**src/rtl/bei_pkg.sv**
```systemverilog
package bei_pkg;

  // Decimal power used to size and fill the rate limits.
  function automatic longint unsigned pow10(input int e);
    longint unsigned v;
    v = 1;
    for (int k = 0; k < e; k++) v = v * 10;
    return v;
  endfunction

  typedef enum logic {
    SRC_REG = 1'b0,
    SRC_PIN = 1'b1
  } trig_src_e;

endpackage

```
**src/rtl/bei_trig_ctrl.sv**
```systemverilog
module bei_trig_ctrl
  import bei_pkg::*;
#(
  parameter int SYNC_STAGES = 2
) (
  input  logic clk,
  input  logic rst_n,
  input  logic src_sel,
  input  logic strobe,
  input  logic pin_async,
  input  logic beat,
  output logic pend
);

  logic [SYNC_STAGES-1:0] sync_q;
  logic                   prev_q;
  logic                   rise;
  logic                   trig;
  logic                   pend_q;

  always_ff @(posedge clk) begin
    if (!rst_n) begin
      sync_q <= '0;
      prev_q <= 1'b0;
    end else begin
      sync_q <= {sync_q[SYNC_STAGES-2:0], pin_async};
      prev_q <= sync_q[SYNC_STAGES-1];
    end
  end

  assign rise = sync_q[SYNC_STAGES-1] & ~prev_q;
  assign trig = (trig_src_e'(src_sel) == SRC_PIN) ? rise : strobe;

  // A request stays armed until a beat consumes it; new requests merge.
  always_ff @(posedge clk) begin
    if (!rst_n) pend_q <= 1'b0;
    else        pend_q <= trig | (pend_q & ~beat);
  end

  assign pend = pend_q;


  rise_single_chk: assert property (@(posedge clk) disable iff (!rst_n)
    rise |=> !rise);


  pend_clear_chk: assert property (@(posedge clk) disable iff (!rst_n)
    (pend_q && beat && !trig) |=> !pend_q);

endmodule

```
**src/rtl/bei_rate_gen.sv**
```systemverilog
module bei_rate_gen
  import bei_pkg::*;
#(
  parameter int MAX_EXP = 7,
  parameter int RATE_W  = 3,
  parameter int CNT_W   = 24
) (
  input  logic              clk,
  input  logic              rst_n,
  input  logic [RATE_W-1:0] rate,
  input  logic              beat,
  output logic              hit
);

  localparam int N_SET = 2 ** RATE_W;

  logic [CNT_W-1:0] lim_tab [N_SET];
  logic [N_SET-1:0] en_vec;
  logic [CNT_W-1:0] cnt_q;
  logic [RATE_W-1:0] rate_q;
  logic [CNT_W-1:0] limit;
  logic             en;
  logic             changed;

  for (genvar g = 0; g < N_SET; g++) begin : g_lim
    if (g >= 1 && g <= MAX_EXP) begin : g_on
      assign lim_tab[g] = CNT_W'(pow10(g) - 1);
      assign en_vec[g]  = 1'b1;
    end else begin : g_off
      assign lim_tab[g] = '0;
      assign en_vec[g]  = 1'b0;
    end
  end

  assign limit   = lim_tab[rate];
  assign en      = en_vec[rate];
  assign changed = (rate != rate_q);
  assign hit     = beat & en & ~changed & (cnt_q == limit);

  always_ff @(posedge clk) begin
    if (!rst_n) begin
      rate_q <= '0;
      cnt_q  <= '0;
    end else begin
      rate_q <= rate;
      if (changed)          cnt_q <= '0;
      else if (hit)         cnt_q <= '0;
      else if (beat && en)  cnt_q <= cnt_q + 1'b1;
    end
  end


  cnt_range_chk: assert property (@(posedge clk) disable iff (!rst_n)
    !changed |-> (cnt_q <= limit));


  cnt_idle_chk: assert property (@(posedge clk) disable iff (!rst_n)
    (!beat && !changed) |=> $stable(cnt_q));

endmodule

```
**src/rtl/bei_out_stage.sv**
```systemverilog
module bei_out_stage (
  input  logic clk,
  input  logic rst_n,
  input  logic s_valid,
  output logic s_ready,
  input  logic s_data,
  input  logic flip,
  input  logic invert,
  output logic beat,
  output logic m_valid,
  input  logic m_ready,
  output logic m_data
);

  logic vld_q;
  logic dat_q;

  assign s_ready = ~vld_q | m_ready;
  assign beat    = s_valid & s_ready;

  always_ff @(posedge clk) begin
    if (!rst_n) begin
      vld_q <= 1'b0;
      dat_q <= 1'b0;
    end else begin
      if (beat) begin
        vld_q <= 1'b1;
        dat_q <= s_data ^ flip ^ invert;
      end else if (m_ready) begin
        vld_q <= 1'b0;
      end
    end
  end

  assign m_valid = vld_q;
  assign m_data  = dat_q;


  stall_hold_chk: assert property (@(posedge clk) disable iff (!rst_n)
    (m_valid && !m_ready) |=> (m_valid && $stable(m_data)));

endmodule

```
**src/rtl/bit_err_inject.sv**
```systemverilog
module bit_err_inject
  import bei_pkg::*;
#(
  parameter int MAX_EXP     = 7,
  parameter int SYNC_STAGES = 2,
  localparam int RATE_W     = $clog2(MAX_EXP + 1),
  localparam int CNT_W      = $clog2(pow10(MAX_EXP))
) (
  input  logic              clk,
  input  logic              rst_n,
  input  logic [RATE_W-1:0] cfg_rate,
  input  logic              cfg_trig_src,
  input  logic              cfg_invert,
  input  logic              err_strobe,
  input  logic              err_pin,
  input  logic              s_valid,
  output logic              s_ready,
  input  logic              s_data,
  output logic              m_valid,
  input  logic              m_ready,
  output logic              m_data
);

  logic beat;
  logic rate_hit;
  logic single;
  logic flip;

  bei_trig_ctrl #(.SYNC_STAGES(SYNC_STAGES)) u_trig (
    .clk       (clk),
    .rst_n     (rst_n),
    .src_sel   (cfg_trig_src),
    .strobe    (err_strobe),
    .pin_async (err_pin),
    .beat      (beat),
    .pend      (single)
  );

  bei_rate_gen #(.MAX_EXP(MAX_EXP), .RATE_W(RATE_W), .CNT_W(CNT_W)) u_rate (
    .clk   (clk),
    .rst_n (rst_n),
    .rate  (cfg_rate),
    .beat  (beat),
    .hit   (rate_hit)
  );

  // Either cause flips the bit; coinciding causes still flip it once.
  assign flip = rate_hit | single;

  bei_out_stage u_out (
    .clk     (clk),
    .rst_n   (rst_n),
    .s_valid (s_valid),
    .s_ready (s_ready),
    .s_data  (s_data),
    .flip    (flip),
    .invert  (cfg_invert),
    .beat    (beat),
    .m_valid (m_valid),
    .m_ready (m_ready),
    .m_data  (m_data)
  );

endmodule

```
**config.mk**
```make
export PLATFORM = sky130hd
export DESIGN_NAME = bit_err_inject
export DESIGN_NICKNAME = d
export VERILOG_FILES = /design/src/rtl/bei_pkg.sv /design/src/rtl/bei_trig_ctrl.sv /design/src/rtl/bei_rate_gen.sv /design/src/rtl/bei_out_stage.sv /design/src/rtl/bit_err_inject.sv
export SDC_FILE = /design/constraint.sdc
export NUM_CORES = 1
export LEC_CHECK = 0
export BUFFER_PORTS_ARGS = -buffer_cell sky130_fd_sc_hd__buf_2
export CORE_MARGIN = 4
export CORE_UTILIZATION = 50
export DETAILED_ROUTE_END_ITERATION = 12
export PLACE_DENSITY = 0.68
export SKIP_CTS_REPAIR_TIMING = 1
export SYNTH_ARGS = -nofsm -noshare
export SYNTH_HDL_FRONTEND = slang
export SYNTH_SLANG_ARGS = --single-unit
```
**constraint.sdc**
```tcl
create_clock -name clk -period 3.4 [get_ports clk]
set_input_delay 1.02 -clock clk [delete_from_list [all_inputs] [get_ports clk]]
set_output_delay 1.02 -clock clk [all_outputs]
set_load 0.01 [all_outputs]
```
# Word-level counts from Yosys, hierarchy flattened
# Memory sizes are Yosys's and may differ from the RTL's.
# Index checks and enable logic that the tools add are counted.
totals:
  regBits: 33
  word_cells: 40
  mem_count: 2
  mem_bits_ro: 200
  in_bits: 12
  out_inout_bits: 3
classes:
  n_bitwise: 17
  eq_ne: 2
  n_reduce_logical: 3
  n_lt_le_gt_ge: 2
  add_sub_neg: 1
  n_mux: 6
memory_table:
  columns: ["name", "words", "width", "rd", "rd_clocked_by_memory_dff", "write_ports", "line_no", "rtl"]
  rows:
  - ["(no name shown)", 8, 24, 1, 0, 0, "bei_rate_gen.sv:35", "assign limit = lim_tab[rate];"]
  - ["(no name shown)", 8, 1, 1, 0, 0, "bei_rate_gen.sv:36", "assign en = en_vec[rate];"]
ops:
  columns: ["operator", "n"]
  rows:
  - ["$mux 24", 2]
  - ["$add 24x1->24 const B", 1]
  - ["$eq 24x24->1", 1]
  - ["$and 1x1->1", 6]
  - ["$not 1->1", 5]
  - ["$ge 4x4->1 const B", 1]
  - ["$lt 3x4->1 const B", 1]
  - ["$mux 1", 4]
  - ["$not 3->4", 1]
  - ["$ne 3x3->1", 1]
  - ["$or 1x1->1", 3]
  - ["$reduce_or 3->1", 1]
  - ["$reduce_bool 2->1", 1]
  - ["$xor 1x1->1", 2]
  - ["$logic_and 1x1->1", 1]

# Logic depth before layout (Yosys ltp)
# Gate-level depths: netlist of the first run.
logic_depth:
  ltp_word: 9
  ltp_mapped: 10
  depth_no_buf: 8

# By module
# From an unflattened synthesis of the first run, not the netlist that was laid out.
hier_totals:
  cells_unflattened: 234
  hier_area_um2: 1955.6
modules_own_cells:
  columns: ["mod", "area_each_um2", "cells_each", "seq_area_each_um2", "instances"]
  rows:
  - ["bei_rate_gen", 1724.2, 210, 540.5, 1]
  - ["bei_trig_ctrl", 128.9, 12, 80.1, 1]
  - ["bei_out_stage", 96.3, 11, 40.0, 1]
  - ["bit_err_inject", 6.3, 1, 0.0, 1]

# Worst setup path before layout of the first run
# Ideal clock, no wire load.
synth_timing:
  kind: "input port to flip-flop"
  start: "input cfg_rate[1]"
  end: "register u_out.dat_q, in the netlist u_out.m_data"
  path_stages: 9
  arrival_time_ns: 3.037
  path_slack_ns: 0.288
  setup_ns: 0.074
  required_time_ns: 3.326
  n_path_buf: 1
  path_cell_list: "clkbuf_1 > inv_1 > ha_1 > xor2_1 > o31ai_1 > a32oi_1 > or4_4 > or4_1 > a31oi_1"
synth_between:
  elab_chain_cells: 9
  elab_cells_between_ends: 15
  cone_classes: "2 x eq/ne; 3 x mux; 8 x bitwise; 2 x memory"
synth_lines:
  columns: ["item", "line_no", "rtl"]
  rows:
  - ["start, declared", "bit_err_inject.sv:11", "input logic [RATE_W-1:0] cfg_rate,"]
  - ["$not 3->4 (implied by the code)", "bei_rate_gen.sv:35", null]
  - ["$mem_v2 8x24", null, null]
  - ["$mux 24 (implied by the code) (2 in a row)", "bei_rate_gen.sv:35", null]
  - ["$eq 24x24->1", "bei_rate_gen.sv:38", "assign hit = beat & en & ~changed & (cnt_q == limit);"]
  - ["$and 1x1->1 (*)", "bei_rate_gen.sv:38", null]
  - ["$or 1x1->1 (*)", "bit_err_inject.sv:48", "assign flip = rate_hit | single;"]
  - ["$xor 1x1->1 (*) (2 in a row)", "bei_out_stage.sv:28", "dat_q <= s_data ^ flip ^ invert;"]
  - ["end signal, assigned", "bei_out_stage.sv:28", null]
  - ["end, declared", "bei_out_stage.sv:16", "logic dat_q;"]
# Mark *: on every way between the ends. The rest lies on a longest branch, timed or not. The select of a mux whose other input is x is not followed.
# A chain may end at the register's enable or synchronous reset.

# Worst setup path in the final report of the first run
# Ends and elaborated chain as after synthesis.

==> results.md, run 1 <==
- Most frequent cell after synthesis: nor2_1
- Ys Warns: 0
- Worst reg2reg path depth: 6
- Primary FF master, synth: dfxtp_1
- Register share of total power: between 50% and 60%
- Sequential share of the synthesized area: 34.8%
- Share of cells above drive strength 1: between 10% and 20%
- Largest cells by area after synthesis: dfxtp_1 35%, xor2_1 7.8%, nor2_1 7.3%, xnor2_1 6.9%, ha_1 4.6%
- Pre-antenna DRT Iters: 4
- Setup slack, reg-to-reg: approximately 1200 ps
- Max incr delay on CP: 540 ps
- Busiest grt layer: met2
- Antenna cells: 0
- Hold WC Path Type: flop to flop
- Final min period: ~3000 ps
- Worst slew pin tran: 396 ps
- Synth area leader: dfxtp_1
- Clock root buffer: clkbuf_8
- Worst Path Max Fanout: 11
- Core area: roughly 0.0037 mm^2
- Setup TNS: 0 ps
- Arr. time, crit path: around 3200 ps
- Min Hold Slack: roughly 420 ps
- Final setup viols: 0
- Initial antenna violation count: 0
- Period utilization: about 88%
- Final nets: 263
- Area of the die: ~0.0048 mm^2
- Sw Share: about a quarter
- Synth Area in Simple Gates: about 29%
- Clk buf depth: 2
- Share of the synthesized area in the top cell type: a little over a third
- Routed vias: 1591
- DRT iter0 DRCs: between 90 and 100
- EDFF count, synth: 0
- Compound-gate portion of the synthesized area: 10.2%
- Kind of end point of the critical path: flop
- Fmax: between 0.3 and 0.4 GHz
- Syn avg cell area: ~8.3 um^2
- Worst slew margin: 73.4%
- Worst r2r src: u_rate.cnt_q[12]$_SDFFE_PP0N_
- FFs w/ async S/R, synth: 0%
- List of most frequent post-synthesis cells: 37 x nor2_1, 33 x dfxtp_1, 22 x nand2_1
- Routed length per instance: approximately 14 um
- Clock latency on the worst-skew pair: around 280 ps
- Power Density: approximately 370 mW/mm^2
- CTS tree: built
- GRT met2 Usage: approximately 25%
- Clock power share: between 30% and 40%
- Via density: 5.45
- Crit-path cells: buf_2 > ha_1 > and4_1 > a31o_1 > a21oi_1 > or4_4 > or4_1 > a31oi_1
- Fill cell count: 365
- Final WL: 3980 um
- Post-DP HPWL: a little under 3000 um
- Multi-input logic area: roughly 0.0011 mm^2
- Synthesized net count: 249
- Slowest-stage cell, CP: or4_4
- Residual DRC count: 0
- Crit Path Class: primary input to flop
- Post-Route Skew: 7.14 ps
- DIE WIDTH: slightly below 70 um
- Flops & latches, synth: 33
- Outcome: complete, no violations
- Buffers added on ports: 14
- # placed instances: 285
- Final hold violation count: 0
- Adder-Cell Fraction of Synth Area: under 10%
- GRT met3 Usage: 4.78%
- Height of the die: slightly below 70 um
- Netlist cell types: between 40 and 50
- FP Rows: 22
- Peak VDD IR: about 0.21 mV
- H-tree depth: 2
- Vias in the first global route: roughly 1500
- Largest net degree at the start of global routing: 25
- First-pass GRT wire length: ~6900 um
- Post-synthesis xor/xnor area fraction: 14.8%
- Int Pwr: slightly below 0.6 mW
- R2r endpoint: u_out.m_data$_SDFFE_PN0P_
- Register area: ~660 um^2
- TritonCTS sink count: 33
- Main combinational cell family by area after synthesis: simple AND/OR/NAND/NOR gates
- Startpoint Class: primary input
- Area grow syn2layout: 9.68%
- Slew Viols, Final: 0
- RSZ-0062 raised after global routing: false
- GPL Wtd Cong: 0.840
- Critical path origin: cfg_rate[1]
- Net switching power figure: roughly 0.18 mW
- Max-cap viol count: 0
- Grt ovf: 0
- GR Util met1: ~25%
- Mapped Area: 0.00190 mm^2
- Initial cell density of the core: between 50% and 60%
- Ports: 15
- Synth Instances: 230
- Clock slew at reported path FFs: 70 ps
- Worst EP required: roughly 3600 ps
- Critical Path Sink: u_out.m_data$_SDFFE_PN0P_
- DRT antenna net count: 0
- CTS Buf Count: 5
- Final Power: ~0.77 mW
- Lkg Pwr: 0.756 nW
- Non-Filler Instances: a little under 300
- Mux cell area share after synthesis: under 10%
- Combinational power share: a little under 10%
- Total Routing Usage GR: between 15 and 20%
-- layer usage --
metal	share of wire, %	wire length [um]
met1	51	2030
met2	42	1680
met5	0	0
met3	5.5	220
met4	1.2	48
-- metrics by stage --
| step | instance area [um^2] | util (%) | worst slack, ps |
|---|---|---|---|
| floorplan | 1900 | - | 288 |
| global placement | 2000 | 54.5 | 139 |
| detailed placement | 2000 | 54.5 | 133 |
| CTS | 2080 | 56.9 | 433 |
| global route | 2080 | 56.9 | 290 |
| finish | 2080 | 56.9 | 413 |
-- flip-flops by register name, indices dropped and copies added, names as in the netlist --
name           count
u_trig.sync_q      2
u_rate.rate_q      3
u_rate.cnt_q      24
u_out.m_data       1
u_out.m_valid      1
u_trig.prev_q      1
u_trig.pend        1
-- worst min path at each step --
stage                                startpoint  slack, ps  cells past startpoint                          end
global route        u_trig.sync_q[0]$_SDFF_PN0_        450                      1  u_trig.sync_q[1]$_SDFF_PN0_
detailed placement  u_trig.sync_q[1]$_SDFF_PN0_        420                      2     u_trig.prev_q$_SDFF_PN0_
CTS                 u_trig.sync_q[1]$_SDFF_PN0_        430                      2     u_trig.prev_q$_SDFF_PN0_
global placement    u_trig.sync_q[0]$_SDFF_PN0_        410                      1  u_trig.sync_q[1]$_SDFF_PN0_
finish              u_trig.sync_q[1]$_SDFF_PN0_        420                      2     u_trig.prev_q$_SDFF_PN0_
floorplan           u_trig.sync_q[1]$_SDFF_PN0_        400                      2     u_trig.prev_q$_SDFF_PN0_
-- cell type report --
type / count / area share [%]
multi-input combinational: 179 / 54.8
sequential: 33 / 31.7
timing repair buffer: 17 / 5.05
clock buffer: 7 / 4.14
tap: 48 / 2.88
inverter: 8 / 1.44
-- layout by cell type (no fill, tap or decap), types with 2 or more instances in the layout --
master and n:
nor2_1 37, dfxtp_1 33, nand2_1 22, xor2_1 17, xnor2_1 15, buf_2 14, inv_1 8, a21oi_1 8
nand3_1 7, nor3_1 7, ha_1 7, nand4_1 6, clkbuf_8 6, o21ai_0 5, nand2b_1 4, a31oi_1 4
and3_1 4, nand4b_1 3, and4_1 3, nor4_1 3, or4_1 3, mux2i_1 3, o22ai_1 2, or3_1 2
and2_1 2, buf_4 2
-- worst max-delay path, delay by kind of cell --
family	cells	cell delay [ps]
adder cells (fa/ha/maj)	1	380
AO/OA/AOI/OAI	3	350
buffers and inverters	1	200
AND/OR/NAND/NOR	3	1260
-- kinds of logic (layout without fill, tap and decap cells) --
| logic type | Yosys count | after routing |
|---|---|---|
| AO/OA/AOI/OAI | 29 | 29 |
| XOR/XNOR | 32 | 32 |
| adder cells (fa/ha/maj) | 7 | 7 |
| buffers and inverters | 18 | 32 |
| flip-flops | 33 | 33 |
| multiplexers | 3 | 3 |
| AND/OR/NAND/NOR | 108 | 108 |
-- power groups by stage --
stage	sequential (mW)	combinational, mW	clock (mW)
detailed placement	0.405	0.0756	0
floorplan	0.405	0.0540	0
global route	0.396	0.0848	0.324
global placement	0.404	0.0756	0
CTS	0.396	0.0761	0.305
finish	0.396	0.0761	0.296
Note: power is estimated with default switching activity, not from simulation.
==> run 2, diff against run 1 <==
--- a/config.mk
+++ b/config.mk
@@ -6,6 +6,7 @@
 export NUM_CORES = 1
 export LEC_CHECK = 0
 export BUFFER_PORTS_ARGS = -buffer_cell sky130_fd_sc_hd__buf_2
+export CORE_ASPECT_RATIO = 1.75
 export CORE_MARGIN = 4
 export CORE_UTILIZATION = 50
 export DETAILED_ROUTE_END_ITERATION = 12
==> results.md, run 2 (synthesis gave the netlist of run 1 again) <==
- Fill cell count: 379 (was 365)
- Clock slew at reported path FFs: 70 ps (about the same)
- Clock power share: 38.5% (about the same)
- Ports: 15 (unchanged)
- Arr. time, crit path: 3220 ps (was 3200 ps)
- Area after DPL: 0.00199 mm^2 (was 0.00200 mm^2)
- Worst EP required: 3610 ps (about the same)
- Area of the die: 0.00489 mm^2 (was 0.00485 mm^2)
- Hold_sp: u_trig.sync_q[1]$_SDFF_PN0_ (unchanged)
- FP Rows: 29 (was 22)
- Most frequent cells in the layout: 37 x nor2_1, 33 x dfxtp_1, 22 x nand2_1 (unchanged)
- Residual DRC count: 0 (unchanged)
- Register share of total power: 51.5% (was 51.6%)
- Via density: 5.56 (was 5.45)
- Final setup viols: 0 (unchanged)
- Worst reg2reg path depth: 6 (unchanged)
- Worst slew pin tran: 389 ps (was 396 ps)
- Final min period: 3010 ps (was 2990 ps)
- TritonCTS sink count: 33 (unchanged)
- Vias in the first global route: 1634 (was 1457)
- Outcome: complete, no violations (unchanged)
- Commonest non-fill, non-tap cell in the layout: nor2_1 (unchanged)
- CTS tree: built (unchanged)
- Int Pwr: 0.585 mW (about the same)
- Final Power: 0.769 mW (was 0.768 mW)
- Final WL: 4310 um (was 3980 um)
- Top flop regs: u_rate.cnt_q (24), u_rate.rate_q (3), u_trig.sync_q (2) (unchanged)
- Crit Path Class: primary input to flop (unchanged)
- Post-DP HPWL: 3170 um (was 2930 um)
- Post-Route Skew: 4.35 ps (was 7.14 ps)
- Antenna cells: 0 (unchanged)
- Largest register FFs: 24 (unchanged)
- Power Density: 369 mW/mm^2 (about the same)
- Final hold violation count: 0 (unchanged)
- Slew Viols, Final: 0 (unchanged)
- Initial antenna violation count: 0 (unchanged)
- DIE WIDTH: 54.6 um (was 69.6 um)
- Clock latency on the worst-skew pair: 280 ps (about the same)
- Finished Cell Area: 0.00208 mm^2 (about the same)
- Clk buf depth: 2 (unchanged)
- Largest register by flop count: u_rate.cnt_q (unchanged)
- Lkg Pwr: 0.756 nW (unchanged)
- RSZ-0062 raised after global routing: false (unchanged)
- Max-cap viol count: 0 (unchanged)
- DRT iter0 DRCs: 32 (was 91)
- H-tree depth: 2 (unchanged)
- Clock root buffer: clkbuf_8 (unchanged)
- Period utilization: 88.4% (was 87.9%)
- GPL Wtd Cong: 0.872 (was 0.840)
- Setup TNS: 0 ps (unchanged)
- Core area: 0.00363 mm^2 (was 0.00366 mm^2)
- Routed length per instance: 14.9 um (was 13.6 um)
- Final nets: 263 (unchanged)
- Share of cells above drive strength 1: 11.5% (unchanged)
- Initial cell density of the core: 52.3% (was 51.9%)
- Worst r2r src: u_rate.cnt_q[12]$_SDFFE_PP0N_ (unchanged)
- DRT antenna net count: 0 (unchanged)
- Worst slew margin: 73.8% (was 73.4%)
- Startpoint Class: primary input (unchanged)
- Area grow syn2layout: 9.55% (was 9.68%)
- Peak VDD IR: 0.293 mV (was 0.209 mV)
- Buffers added on ports: 14 (unchanged)
- Kind of end point of the critical path: flop (unchanged)
- Fmax: 0.333 GHz (was 0.335 GHz)
- Pre-antenna DRT Iters: 4 (unchanged)
- Height of the die: 89.5 um (was 69.6 um)
- CTS Buf Count: 5 (unchanged)
- Routed vias: 1613 (was 1591)
- Hold path cells: 2 (unchanged)
- Grt ovf: 0 (unchanged)
- Critical path origin: cfg_rate[1] (unchanged)
- Net switching power figure: 0.183 mW (about the same)
- Worst Path Max Fanout: 11 (unchanged)
- First-pass GRT wire length: 7150 um (was 6950 um)
- Combinational power share: 10.0% (was 9.9%)
- Total Routing Usage GR: 20.2% (was 17.4%)
- Hold WC Path Type: flop to flop (unchanged)
- Largest net degree at the start of global routing: 25 (unchanged)
- Sw Share: 23.8% (about the same)
## run 2: metrics by stage
stage          util [%]  hold WS, ps  cells  setup slack, ps
2_1_floorplan         -          405    230              288
6_report           57.3          441    290              394
3_3_place_gp       55.0          419    283              193
5_1_grt            57.3          468    290              121
4_1_cts            57.3          446    290              435
3_5_place_dp       55.0          435    283              141
## run 2: path summary, 6_finish.rpt
kind | end | slack, ps
worst min-delay path | u_trig.prev_q$_SDFF_PN0_ | 440
worst max register to register | u_out.m_data$_SDFFE_PN0P_ | 1240
worst max-delay path | u_out.m_data$_SDFFE_PN0P_ | 390
worst min register to register | u_trig.prev_q$_SDFF_PN0_ | 440
## run 2: area by class of cell
cell class | count | area (um^2) | share of cell area (%)
clock buffer | 7 | 86.3 | 4.15
inverter | 8 | 30.0 | 1.44
multi-input combinational | 179 | 1140 | 54.8
sequential | 33 | 661 | 31.7
tap | 46 | 57.6 | 2.77
timing repair buffer | 17 | 105 | 5.05
## run 2: power by group through the flow
stage | logic, mW | registers [mW] | clock network (mW)
5_1_grt | 0.0852 | 0.397 | 0.323
4_1_cts | 0.0774 | 0.396 | 0.306
3_5_place_dp | 0.0769 | 0.405 | 0
2_1_floorplan | 0.0540 | 0.405 | 0
3_3_place_gp | 0.0757 | 0.405 | 0
6_report | 0.0770 | 0.396 | 0.296
## run 2: per-layer routing
| metal | routed length (um) | vias up | global-route usage [%] |
|---|---|---|---|
| met2 | 2280 | 32 | 36.6 |
| met3 | 153 | 13 | 3.84 |
| met4 | 153 | 0 | 12.5 |
| met5 | 0 | - | 0 |
| met1 | 1720 | 747 | 19.9 |
| li1 | - | 821 | - |
## run 2: worst max-delay path, cell delays in order
cell       delay [ps]
buf_2             210
inv_1             130
ha_1              290
nand2b_1          140
nand3_1           220
a2111oi_1         360
nand4b_1          230
or4_1             440
a31oi_1           170
